$ cat src/rtl/pio_pkg.sv
package pio_pkg;
  localparam int CHAR_W = 8;
  localparam int OP_W   = 6;
  // bit positions inside op_bits_i (instruction bits 11..6)
  localparam int OPB_IN   = 5;
  localparam int OPB_OUT  = 4;
  localparam int OPB_SKIN = 3;
  localparam int OPB_SKOUT= 2;
  localparam int OPB_EON  = 1;
  localparam int OPB_EOFF = 0;

  typedef struct packed {
    logic rd_in;
    logic wr_out;
    logic sk_in;
    logic sk_out;
    logic en_on;
    logic en_off;
  } io_cmd_t;
endpackage

$ cat src/rtl/pio_in_chan.sv
module pio_in_chan #(
  parameter int W = 8
) (
  input  logic         clk_i,
  input  logic         rst_ni,
  input  logic         wr_i,
  input  logic [W-1:0] wr_data_i,
  input  logic         clr_i,
  output logic [W-1:0] data_o,
  output logic         flag_o,
  output logic         rej_o
);
  logic [W-1:0] data_q;
  logic         flag_q;
  logic         accept;

  assign accept = wr_i & ~flag_q;
  assign rej_o  = wr_i & flag_q;

  always_ff @(posedge clk_i or negedge rst_ni) begin
    if (!rst_ni) begin
      data_q <= '0;
      flag_q <= 1'b0;
    end else begin
      if (accept) begin
        data_q <= wr_data_i;
        flag_q <= 1'b1;
      end else if (clr_i) begin
        flag_q <= 1'b0;
      end
    end
  end

  assign data_o = data_q;
  assign flag_o = flag_q;

  a_r2_write_sets_flag: assert property (@(posedge clk_i) disable iff (!rst_ni)
    (wr_i && !flag_q) |=> (flag_q && data_q == $past(wr_data_i)));
  a_r3_full_write_dropped: assert property (@(posedge clk_i) disable iff (!rst_ni)
    (wr_i && flag_q) |=> $stable(data_q));
  a_r4_read_clears_flag: assert property (@(posedge clk_i) disable iff (!rst_ni)
    (clr_i && flag_q) |=> !flag_q);
endmodule

$ cat src/rtl/pio_out_chan.sv
module pio_out_chan #(
  parameter int W = 8
) (
  input  logic         clk_i,
  input  logic         rst_ni,
  input  logic         load_i,
  input  logic [W-1:0] load_data_i,
  input  logic         ack_i,
  output logic [W-1:0] data_o,
  output logic         flag_o,
  output logic         rej_o
);
  logic [W-1:0] data_q;
  logic         flag_q;

  assign rej_o = ack_i & flag_q;

  always_ff @(posedge clk_i or negedge rst_ni) begin
    if (!rst_ni) begin
      data_q <= '0;
      flag_q <= 1'b1;
    end else begin
      // a fresh character keeps the sink busy even if it acks now
      if (load_i) begin
        data_q <= load_data_i;
        flag_q <= 1'b0;
      end else if (ack_i && !flag_q) begin
        flag_q <= 1'b1;
      end
    end
  end

  assign data_o = data_q;
  assign flag_o = flag_q;

  a_r5_load_clears_flag: assert property (@(posedge clk_i) disable iff (!rst_ni)
    load_i |=> (!flag_q && data_q == $past(load_data_i)));
  a_r6_ack_sets_flag: assert property (@(posedge clk_i) disable iff (!rst_ni)
    (ack_i && !flag_q && !load_i) |=> flag_q);
endmodule

$ cat src/rtl/pio_irq_ctl.sv
module pio_irq_ctl (
  input  logic clk_i,
  input  logic rst_ni,
  input  logic en_on_i,
  input  logic en_off_i,
  input  logic done_i,
  input  logic any_flag_i,
  input  logic fetch_i,
  output logic ien_o,
  output logic irq_o
);
  logic ien_q, irq_q;

  always_ff @(posedge clk_i or negedge rst_ni) begin
    if (!rst_ni) begin
      ien_q <= 1'b0;
      irq_q <= 1'b0;
    end else begin
      if (done_i || en_off_i) ien_q <= 1'b0;
      else if (en_on_i)       ien_q <= 1'b1;
      if (done_i)                                   irq_q <= 1'b0;
      else if (ien_q && any_flag_i && !fetch_i)     irq_q <= 1'b1;
    end
  end

  assign ien_o = ien_q;
  assign irq_o = irq_q;

  a_r8_enable_on: assert property (@(posedge clk_i) disable iff (!rst_ni)
    (en_on_i && !en_off_i && !done_i) |=> ien_q);
  a_r9_arm: assert property (@(posedge clk_i) disable iff (!rst_ni)
    (ien_q && any_flag_i && !fetch_i && !done_i) |=> irq_q);
  a_r9_no_arm_in_fetch: assert property (@(posedge clk_i) disable iff (!rst_ni)
    (!irq_q && fetch_i) |=> !irq_q);
  a_r10_done_clears: assert property (@(posedge clk_i) disable iff (!rst_ni)
    done_i |=> (!irq_q && !ien_q));
endmodule

$ cat src/rtl/pio_intr_unit.sv
module pio_intr_unit
  import pio_pkg::*;
#(
  parameter int CW = CHAR_W
) (
  input  logic          clk_i,
  input  logic          rst_ni,
  input  logic          dev_wr_i,
  input  logic [CW-1:0] dev_wr_data_i,
  input  logic          dev_rd_i,
  output logic [CW-1:0] dev_rd_data_o,
  output logic          in_flag_o,
  output logic          out_flag_o,
  input  logic          io_exec_i,
  input  logic [OP_W-1:0] op_bits_i,
  input  logic [CW-1:0] acc_lo_i,
  output logic          acc_load_o,
  output logic [CW-1:0] acc_data_o,
  output logic          pc_skip_o,
  input  logic          fetch_phase_i,
  input  logic          intr_done_i,
  output logic          ien_o,
  output logic          irq_o,
  output logic          strobe_err_o
);
  io_cmd_t cmd;
  logic in_flag, out_flag, in_rej, out_rej, err_q;

  always_comb begin
    cmd        = '0;
    cmd.rd_in  = io_exec_i & op_bits_i[OPB_IN];
    cmd.wr_out = io_exec_i & op_bits_i[OPB_OUT];
    cmd.sk_in  = io_exec_i & op_bits_i[OPB_SKIN];
    cmd.sk_out = io_exec_i & op_bits_i[OPB_SKOUT];
    cmd.en_on  = io_exec_i & op_bits_i[OPB_EON];
    cmd.en_off = io_exec_i & op_bits_i[OPB_EOFF];
  end

  pio_in_chan #(.W(CW)) u_in (
    .clk_i(clk_i), .rst_ni(rst_ni),
    .wr_i(dev_wr_i), .wr_data_i(dev_wr_data_i), .clr_i(cmd.rd_in),
    .data_o(acc_data_o), .flag_o(in_flag), .rej_o(in_rej)
  );

  pio_out_chan #(.W(CW)) u_out (
    .clk_i(clk_i), .rst_ni(rst_ni),
    .load_i(cmd.wr_out), .load_data_i(acc_lo_i), .ack_i(dev_rd_i),
    .data_o(dev_rd_data_o), .flag_o(out_flag), .rej_o(out_rej)
  );

  pio_irq_ctl u_irq (
    .clk_i(clk_i), .rst_ni(rst_ni),
    .en_on_i(cmd.en_on), .en_off_i(cmd.en_off), .done_i(intr_done_i),
    .any_flag_i(in_flag | out_flag), .fetch_i(fetch_phase_i),
    .ien_o(ien_o), .irq_o(irq_o)
  );

  always_ff @(posedge clk_i or negedge rst_ni) begin
    if (!rst_ni) err_q <= 1'b0;
    else         err_q <= in_rej | out_rej;
  end

  assign acc_load_o   = cmd.rd_in;
  assign pc_skip_o    = (cmd.sk_in & in_flag) | (cmd.sk_out & out_flag);
  assign in_flag_o    = in_flag;
  assign out_flag_o   = out_flag;
  assign strobe_err_o = err_q;

  a_r7_skip_needs_exec: assert property (@(posedge clk_i) disable iff (!rst_ni)
    pc_skip_o |-> io_exec_i);
  a_r11_idle_no_load: assert property (@(posedge clk_i) disable iff (!rst_ni)
    !io_exec_i |-> !acc_load_o);
  a_r3_err_after_drop: assert property (@(posedge clk_i) disable iff (!rst_ni)
    (dev_wr_i && in_flag) |=> strobe_err_o);
  a_r6_err_after_drop: assert property (@(posedge clk_i) disable iff (!rst_ni)
    (dev_rd_i && out_flag) |=> strobe_err_o);
endmodule

$ cat config.mk
export PLATFORM = sky130hd
export DESIGN_NAME = pio_intr_unit
export DESIGN_NICKNAME = d
export VERILOG_FILES = /design/src/rtl/pio_pkg.sv /design/src/rtl/pio_in_chan.sv /design/src/rtl/pio_out_chan.sv /design/src/rtl/pio_irq_ctl.sv /design/src/rtl/pio_intr_unit.sv
export SDC_FILE = /design/constraint.sdc
export NUM_CORES = 1
export LEC_CHECK = 0
export BUFFER_PORTS_ARGS = -buffer_cell sky130_fd_sc_hd__buf_2
export CAP_MARGIN = 25
export CORE_UTILIZATION = 44
export DETAILED_ROUTE_END_ITERATION = 10
export GPL_TIMING_DRIVEN = 0
export HOLD_SLACK_MARGIN = 0.03
export PLACE_DENSITY = 0.86
export SKIP_CTS_REPAIR_TIMING = 1
export SKIP_LAST_GASP = 1
export SLEW_MARGIN = 20
export SYNTH_ARGS = -nofsm -noshare
export SYNTH_HDL_FRONTEND = slang
export SYNTH_SLANG_ARGS = --single-unit
$ cat constraint.sdc
create_clock -name clk_i -period 2.1 [get_ports clk_i]
set_input_delay 0 -clock clk_i [delete_from_list [all_inputs] [get_ports clk_i]]
set_output_delay 0 -clock clk_i [all_outputs]
set_load 0.05 [all_outputs]
Word level (Yosys, flattened, before mapping)
Index checks and enable logic that the tools add are counted.
- shifts and indexed selects: 0
- bitwise operators: 15
- muxes and demuxes: 8
- multipliers: 0
- reduce and logical (&&, ||, !) cells: 10
- div/mod/pow operators: 0
- add/subtract/negate cells: 0
- eq/ne operators: 0
- magnitude comparators: 0
- operator list (kind ; count):
    $and A1 B1 Y1 ; 11
    $mux W1 ; 8
    $reduce_bool A2 Y1 ; 4
    $logic_and A1 B1 Y1 ; 3
    $or A1 B1 Y1 ; 3
    $logic_not A1 Y1 ; 2
    $logic_or A1 B1 Y1 ; 1
    $not A1 Y1 ; 1
- RAM bits: 0
- bits in read-only memories: 0
- bits in latches: 0
- memories kept: 0
- register bits: 21
- output and inout bits: 23

Depth between registers and ports, before layout
Gate-level depths: netlist of run 1.
- depth in word-level cells: 5
- mapped depth: 3
- gate-level depth less buffers: 3

Modules after synthesis
A second synthesis of run 1 with hierarchy kept.
- cells, all modules: 58
- area, all modules: 907.1 µm²
- by module, submodules not included (module ; area each (µm²) ; cells each ; sequential area each (µm²) ; times used):
    pio_in_chan ; 381.6 ; 22 ; 225.2 ; 1
    pio_out_chan ; 374.1 ; 20 ; 226.5 ; 1
    pio_intr_unit ; 76.3 ; 9 ; 25.0 ; 1
    pio_irq_ctl ; 75.1 ; 7 ; 50.0 ; 1

Worst setup path after synthesis of run 1
No wires, ideal clock.
- path kind: register -> output
- start point: reg u_in.flag_q, in the netlist u_in.flag_o
- end point: out pc_skip_o
- arrival time: 1.596 ns
- slack: 0.504 ns
- buffers on the path: 0
- cell stages (with the launch flop): 3
- cell sequence: dfrtp_1 a22oi_1 nor2b_1
- longest elaborated chain between the ends: 2
- ends and longest elaborated chain (what ; RTL line ; source):
    start, declared ; pio_in_chan.sv:14 ; logic flag_q;
    start signal, assigned ; pio_in_chan.sv:23 ; flag_q <= 1'b0;
    start signal, assigned ; pio_in_chan.sv:27 ; flag_q <= 1'b1;
    start signal, assigned ; pio_in_chan.sv:29 ; flag_q <= 1'b0;
    $and A1 B1 Y1 ; pio_intr_unit.sv:64 ; assign pc_skip_o = (cmd.sk_in & in_flag) | (cmd.sk_out & out_flag);
    $or A1 B1 Y1 ; pio_intr_unit.sv:64 ;
    end, declared ; pio_intr_unit.sv:19 ; output logic pc_skip_o,
Every way passes these cells.

Worst setup path in the final report of run 1
- start point: reg u_out.flag_q, in the netlist u_out.flag_o
- end point: reg u_irq.irq_q, in the netlist u_irq.irq_o
- longest elaborated chain between the ends: 4
- ends and longest elaborated chain (what ; RTL line ; source):
    start, declared ; pio_out_chan.sv:14 ; logic flag_q;
    start signal, assigned ; pio_out_chan.sv:21 ; flag_q <= 1'b1;
    start signal, assigned ; pio_out_chan.sv:26 ; flag_q <= 1'b0;
    start signal, assigned ; pio_out_chan.sv:28 ; flag_q <= 1'b1;
    $or A1 B1 Y1 ; pio_intr_unit.sv:54 ; .any_flag_i(in_flag | out_flag), .fetch_i(fetch_phase_i),
    $logic_and A1 B1 Y1 (2 in series) ; pio_irq_ctl.sv:22 ; else if (ien_q && any_flag_i && !fetch_i) irq_q <= 1'b1;
    $reduce_bool A2 Y1 (no line) ; - ;
    end signal, assigned ; pio_irq_ctl.sv:17 ; irq_q <= 1'b0;
    end signal, assigned ; pio_irq_ctl.sv:21 ; if (done_i) irq_q <= 1'b0;
    end signal, assigned ; pio_irq_ctl.sv:22 ;
    end, declared ; pio_irq_ctl.sv:12 ; logic ien_q, irq_q;
Every way passes these cells.
A chain may end at the register's enable or synchronous reset.

==> results of run 1 <==
[path summary, 6_finish.rpt]
check,start,end,slack [ns],cells after the start
max in group asynchronous,rst_ni,u_out.flag_o$_DFFE_PN1P_,1.59,2
worst min-delay path,op_bits_i[4],u_out.flag_o$_DFFE_PN1P_,0.06,3
worst min register to register,u_out.data_o[0]$_DFFE_PN0P_,u_out.data_o[0]$_DFFE_PN0P_,0.51,1
worst max register to register,u_out.flag_o$_DFFE_PN1P_,u_irq.irq_o$_DFFE_PN0P_,0.65,3
min in group asynchronous,rst_ni,u_out.data_o[6]$_DFFE_PN0P_,0.17,2
worst max-delay path,u_out.flag_o$_DFFE_PN1P_,u_irq.irq_o$_DFFE_PN0P_,0.65,3
[state kept, by name, indices dropped and copies added (netlist names)]
register      cells
strobe_err_o      1
u_irq.irq_o       1
u_out.flag_o      1
u_irq.ien_o       1
u_in.data_o       8
u_out.data_o      8
u_in.flag_o       1
[synthesized netlist by cell type (all sizes together)]
cell	instances	area [µm²]
buf	1	11.3
mux2	16	210
nor2	1	3.75
nor2b	2	15.0
a22o	1	8.76
inv	2	7.51
a22oi	1	7.51
o211ai	1	7.51
a21oi	3	15.0
nand2	1	6.26
a211oi	1	7.51
dfstp	1	26.3
o21a	1	7.51
dfrtp	20	500
and2	1	6.26
[power by group through the flow]
stage | clock network (mW) | logic [mW] | registers [mW]
after floorplan | 0 | 0.118 | 0.786
after global placement | 0 | 0.503 | 0.520
after detailed placement | 0 | 0.512 | 0.527
after CTS | 0.197 | 0.514 | 0.519
after global routing | 0.207 | 0.570 | 0.527
final | 0.190 | 0.549 | 0.519
[cell families after synthesis]
kind of cell    count (synthesis)  synth area share
mux                            16             0.250
flops                          21             0.626
compound gates                  8            0.0640
simple gates                    5            0.0372
buf+inv                         3            0.0223
[area by class of cell]
cell class / instances / area [µm²] / share of cell area
clock buffer: 4 / 26.3 / 0.0189
sequential: 21 / 527 / 0.378
inverter: 2 / 7.51 / 0.00539
multi-input combinational: 29 / 295 / 0.212
timing repair buffer: 75 / 495 / 0.355
tap: 25 / 31.3 / 0.0224
buffer: 1 / 11.3 / 0.00808
[worst max-delay path: stages, from the launching register on]
cell and delay, ns:
dfstp_2 0.59, o211ai_1 0.12, a21oi_1 0.15, dlygate4sd3_1 0.55
[through the flow]
stage                     hold WS [ns]  utilization
after floorplan                 -0.296            -
after global placement         -0.0381        0.639
after detailed placement       -0.0354        0.639
after global routing            0.0625        0.790
after CTS                       -0.369        0.654
final                           0.0597        0.790
[per-layer routing]
layer | track usage | wire length, µm | vias up
li1 | - | - | 345
met1 | 0.186 | 835 | 337
met2 | 0.323 | 1220 | 32
met3 | 0.0397 | 114 | 2
met4 | 0.0882 | 10 | 0
met5 | 0 | 0 | -
==> results.cfg, run 1 <==
[status]
status = finished, final reports clean

[global_routing]
globalRoute.totalOverflow = 0
grt_pass1_vias = 611
antenna_found_initial = 0
grt_usage = 0.176
grt_max_degree = 22
grt_pass1_wl_mm = 2.48

[placement]
dp_hpwl_mm = 1.35
postPlaceCellArea_mm2 = 0.00113
pre_cts_slack_ns = 0.906
globalplace.congestion = 0.654
portBuffers = 51
dp_cells = 129

[finish]
area_growth_syn_to_layout_pct = 65.8
final_common_cell = buf_2
drive_gt1_frac = 0.561
finish.instance_area_mm2 = 0.00139
layout_common_cells = buf_2 (51), dlygate4sd3_1 (24), dfrtp_1 (20)
n_antenna_cell = 0
nFillCells = 137
finalNonFillerCells = 157
num-nets-final = 162

[detailed_routing]
drtIter0Drc = 5
vias = 716
drtPass1Iterations = 4
viasPerCell = 4.56
drt-wirelength-per-cell_um = 13.9
route.detailed.drc = 0
postRouteAntennaNets = 0
wirelength_mm = 2.18

[synthesis]
synth-seq-cells = 21
syn_area_per_cell_um2 = 15.9
syn-num-nets = 82
yosysWarnings = 0
syn_inst = 53
synthesis.area_um2 = 841
yosysUniqueCellTypes = 17
seq_area_frac_synth = 0.626

[die]
fp.dieH_um = 45.7
die_area_mm2 = 0.00209
boundaryPins = 52
initial_core_util = 0.477
rows = 15
design.core.area_mm2 = 0.00176
fp.dieW_um = 45.7

[cts]
clockBufferDepth = 2
tritoncts = yes
cts_made_buffers = 3
clock_sinks = 21
clkLatencyLatePin_ns = 0.30
root_buffer = clkbuf_4
cts_max_level = 1
clkTransAtPathRegs_ns = 0.11

[timing]
rsz0062_at_grt = no
worst_slew_pin_slew_ns = 0.441
slew_viol_final = 0
fin_crit_ns = 1.45
hold_viol = 0
layout_setup_ws_ns = 0.647
fin_skew_ns = 0.00284
final-setup-viol-count = 0
relSlewSlack = 0.706
max_freq_ghz = 0.688
fin_setup_tns_ns = 0
final.period_utilization = 0.692

[setup_path]
required_ns = 2.34
worst_setup_path_start_kind = register
cp.arrival_ns = 1.70
cp-end-kind = register
worst-setup-path-type = reg -> reg
worst-path-max-fanout = 5

[power_and_ir_drop]
p_total_mw = 1.26
power_frac_seq = 0.413
leakage_nw = 0.701
ir_drop_mv = 0.562
netSwitchingPower_uw = 521
p_per_area_mw_per_mm2 = 902
switching_share = 0.414
p_int_uw = 737
pwr-share-comb = 0.436
pwr-share-clk = 0.151

[job]
maxCapViolations = 0

[min_path]
worstHoldPathType = in -> reg
No activity file was read; power rests on OpenSTA's default activity.
==> run 2, diff against run 1 <==
--- a/config.mk
+++ b/config.mk
@@ -7,11 +7,11 @@
 export LEC_CHECK = 0
 export BUFFER_PORTS_ARGS = -buffer_cell sky130_fd_sc_hd__buf_2
 export CAP_MARGIN = 25
-export CORE_UTILIZATION = 44
+export CORE_UTILIZATION = 41
 export DETAILED_ROUTE_END_ITERATION = 10
 export GPL_TIMING_DRIVEN = 0
 export HOLD_SLACK_MARGIN = 0.03
-export PLACE_DENSITY = 0.86
+export PLACE_DENSITY = 0.81
 export SKIP_CTS_REPAIR_TIMING = 1
 export SKIP_LAST_GASP = 1
 export SLEW_MARGIN = 20
==> constraint.sdc (replaced) <==
create_clock -name clk_i -period 1.45 [get_ports clk_i]
set_input_delay 0 -clock clk_i [delete_from_list [all_inputs] [get_ports clk_i]]
set_output_delay 0 -clock clk_i [all_outputs]
set_load 0.05 [all_outputs]
==> run 2 against run 1 <==
Net effect: worst hold slack got worse by 0.0082 ns; core utilization shrank 7.5 points; clock-buffer cell count is the same.
==> results.cfg, run 2 (synthesized netlist as in run 1, its figures left out) <==
[detailed_routing]
drtPass1Iterations = 4
viasPerCell = 4.56
drt-wirelength-per-cell_um = 13.4
drtIter0Drc = 9
vias = 721
wirelength_mm = 2.12
postRouteAntennaNets = 0
route.detailed.drc = 0

[cts]
clock_sinks = 21
cts_max_level = 1
clkTransAtPathRegs_ns = 0.11
root_buffer = clkbuf_4
clkLatencyLatePin_ns = 0.29
tritoncts = yes
cts_made_buffers = 3
clockBufferDepth = 2

[die]
rows = 16
initial_core_util = 0.433
fp.dieW_um = 47.3
design.core.area_mm2 = 0.00194
fp.dieH_um = 47.3
boundaryPins = 52
die_area_mm2 = 0.00224

[placement]
dp_hpwl_mm = 1.17
dp_cells = 131
portBuffers = 51
globalplace.congestion = 0.658

[timing]
hold_slack_ns = 0.0515
hold_viol = 0
fin_skew_ns = 0.00317
slew_viol_final = 0
final-setup-viol-count = 0
max_freq_ghz = 0.710
relSlewSlack = 0.704
fin_crit_ns = 1.41
final.period_utilization = 0.971
worst_slew_pin_slew_ns = 0.444

[finish]
n_antenna_cell = 0
num-nets-final = 161
area.sequential_um2 = 527
drive_gt1_frac = 0.573
finalNonFillerCells = 158
multiInputGateArea_um2 = 298
layout_common_cells = buf_2 (51), dlygate4sd3_1 (23), dfrtp_1 (20)
final_common_cell = buf_2
nFillCells = 144
area_growth_syn_to_layout_pct = 65.2

[global_routing]
grt_pass1_wl_mm = 2.33
grt_max_degree = 22
grt_pass1_vias = 560
grt_usage = 0.151
globalRoute.totalOverflow = 0
antenna_found_initial = 0

[setup_path]
cp-end-kind = output pin
worst-path-max-fanout = 5
cp.arrival_ns = 1.41
worst-setup-path-type = reg -> out
required_ns = 1.45
worst_setup_path_start_kind = register

[job]
maxCapViolations = 0

[status]
status = finished, final reports clean

[power_and_ir_drop]
pwr-share-clk = 0.151
p_int_mw = 1.07
p_per_area_mw_per_mm2 = 1300
switching_share = 0.411
netSwitchingPower_uw = 745
pwr-share-comb = 0.436
power_frac_seq = 0.413
leakage_nw = 0.695
ir_drop_mv = 0.849

[min_path]
worstHoldPathType = in -> reg
==> run 2: power groups by stage <==
stage                     combinational [mW]  sequential [mW]  clock (mW)
after floorplan                        0.172             1.14           0
after global placement                 0.729            0.754           0
after detailed placement               0.737            0.758           0
after CTS                              0.739            0.748       0.284
after global routing                   0.828            0.764       0.311
final                                  0.790            0.748       0.273
==> run 2: worst paths after layout <==
check                                                 from                          to  slack [ns]  depth (start not counted)
worst min-delay path                          op_bits_i[4]    u_out.flag_o$_DFFE_PN1P_        0.05                          3
min in group asynchronous                           rst_ni     u_irq.irq_o$_DFFE_PN0P_        0.17                          2
worst min register to register  u_in.data_o[7]$_DFFE_PN0P_  u_in.data_o[7]$_DFFE_PN0P_        0.51                          1
max in group asynchronous                           rst_ni    u_out.flag_o$_DFFE_PN1P_        0.94                          2
worst max register to register     u_irq.ien_o$_DFFE_PN0P_     u_irq.ien_o$_DFFE_PN0P_        0.17                          3
worst max-delay path              u_out.flag_o$_DFFE_PN1P_                   pc_skip_o        0.04                          3
==> run 2: cell type report <==
class	count	area share
plain buffers	1	0.00811
clock buffers	4	0.0189
inverters	2	0.00541
multi-input cells	29	0.214
flip-flops and latches	21	0.379
well taps	27	0.0243
repair buffers	74	0.350
==> run 2: metrics by stage <==
step | TNS [ns] | setup slack [ns] | power (mW) | instance area [µm²] | util
floorplan | 0 | 0.0891 | 1.31 | 843 | -
global placement | 0 | 0.279 | 1.48 | 1130 | 0.583
detailed placement | 0 | 0.266 | 1.49 | 1130 | 0.583
CTS | 0 | 0.115 | 1.77 | 1160 | 0.597
global route | -0.0380 | -0.0380 | 1.90 | 1390 | 0.715
finish | 0 | 0.0422 | 1.81 | 1390 | 0.715
==> run 2: per-layer routing <==
metal | share of wire | wire length [µm] | track usage | vias up
met5 | 0 | 0 | 0 | -
met4 | 0.0076 | 16 | 0.0686 | 0
met3 | 0.046 | 97 | 0.0346 | 4
met2 | 0.55 | 1160 | 0.227 | 31
met1 | 0.40 | 842 | 0.206 | 343
li1 | - | - | - | 343
==> run 2: critical path, stage by stage (launching register included) <==
cell	delay, ns
dfstp_2	0.59
a22oi_1	0.11
nor2b_2	0.15
buf_2	0.27
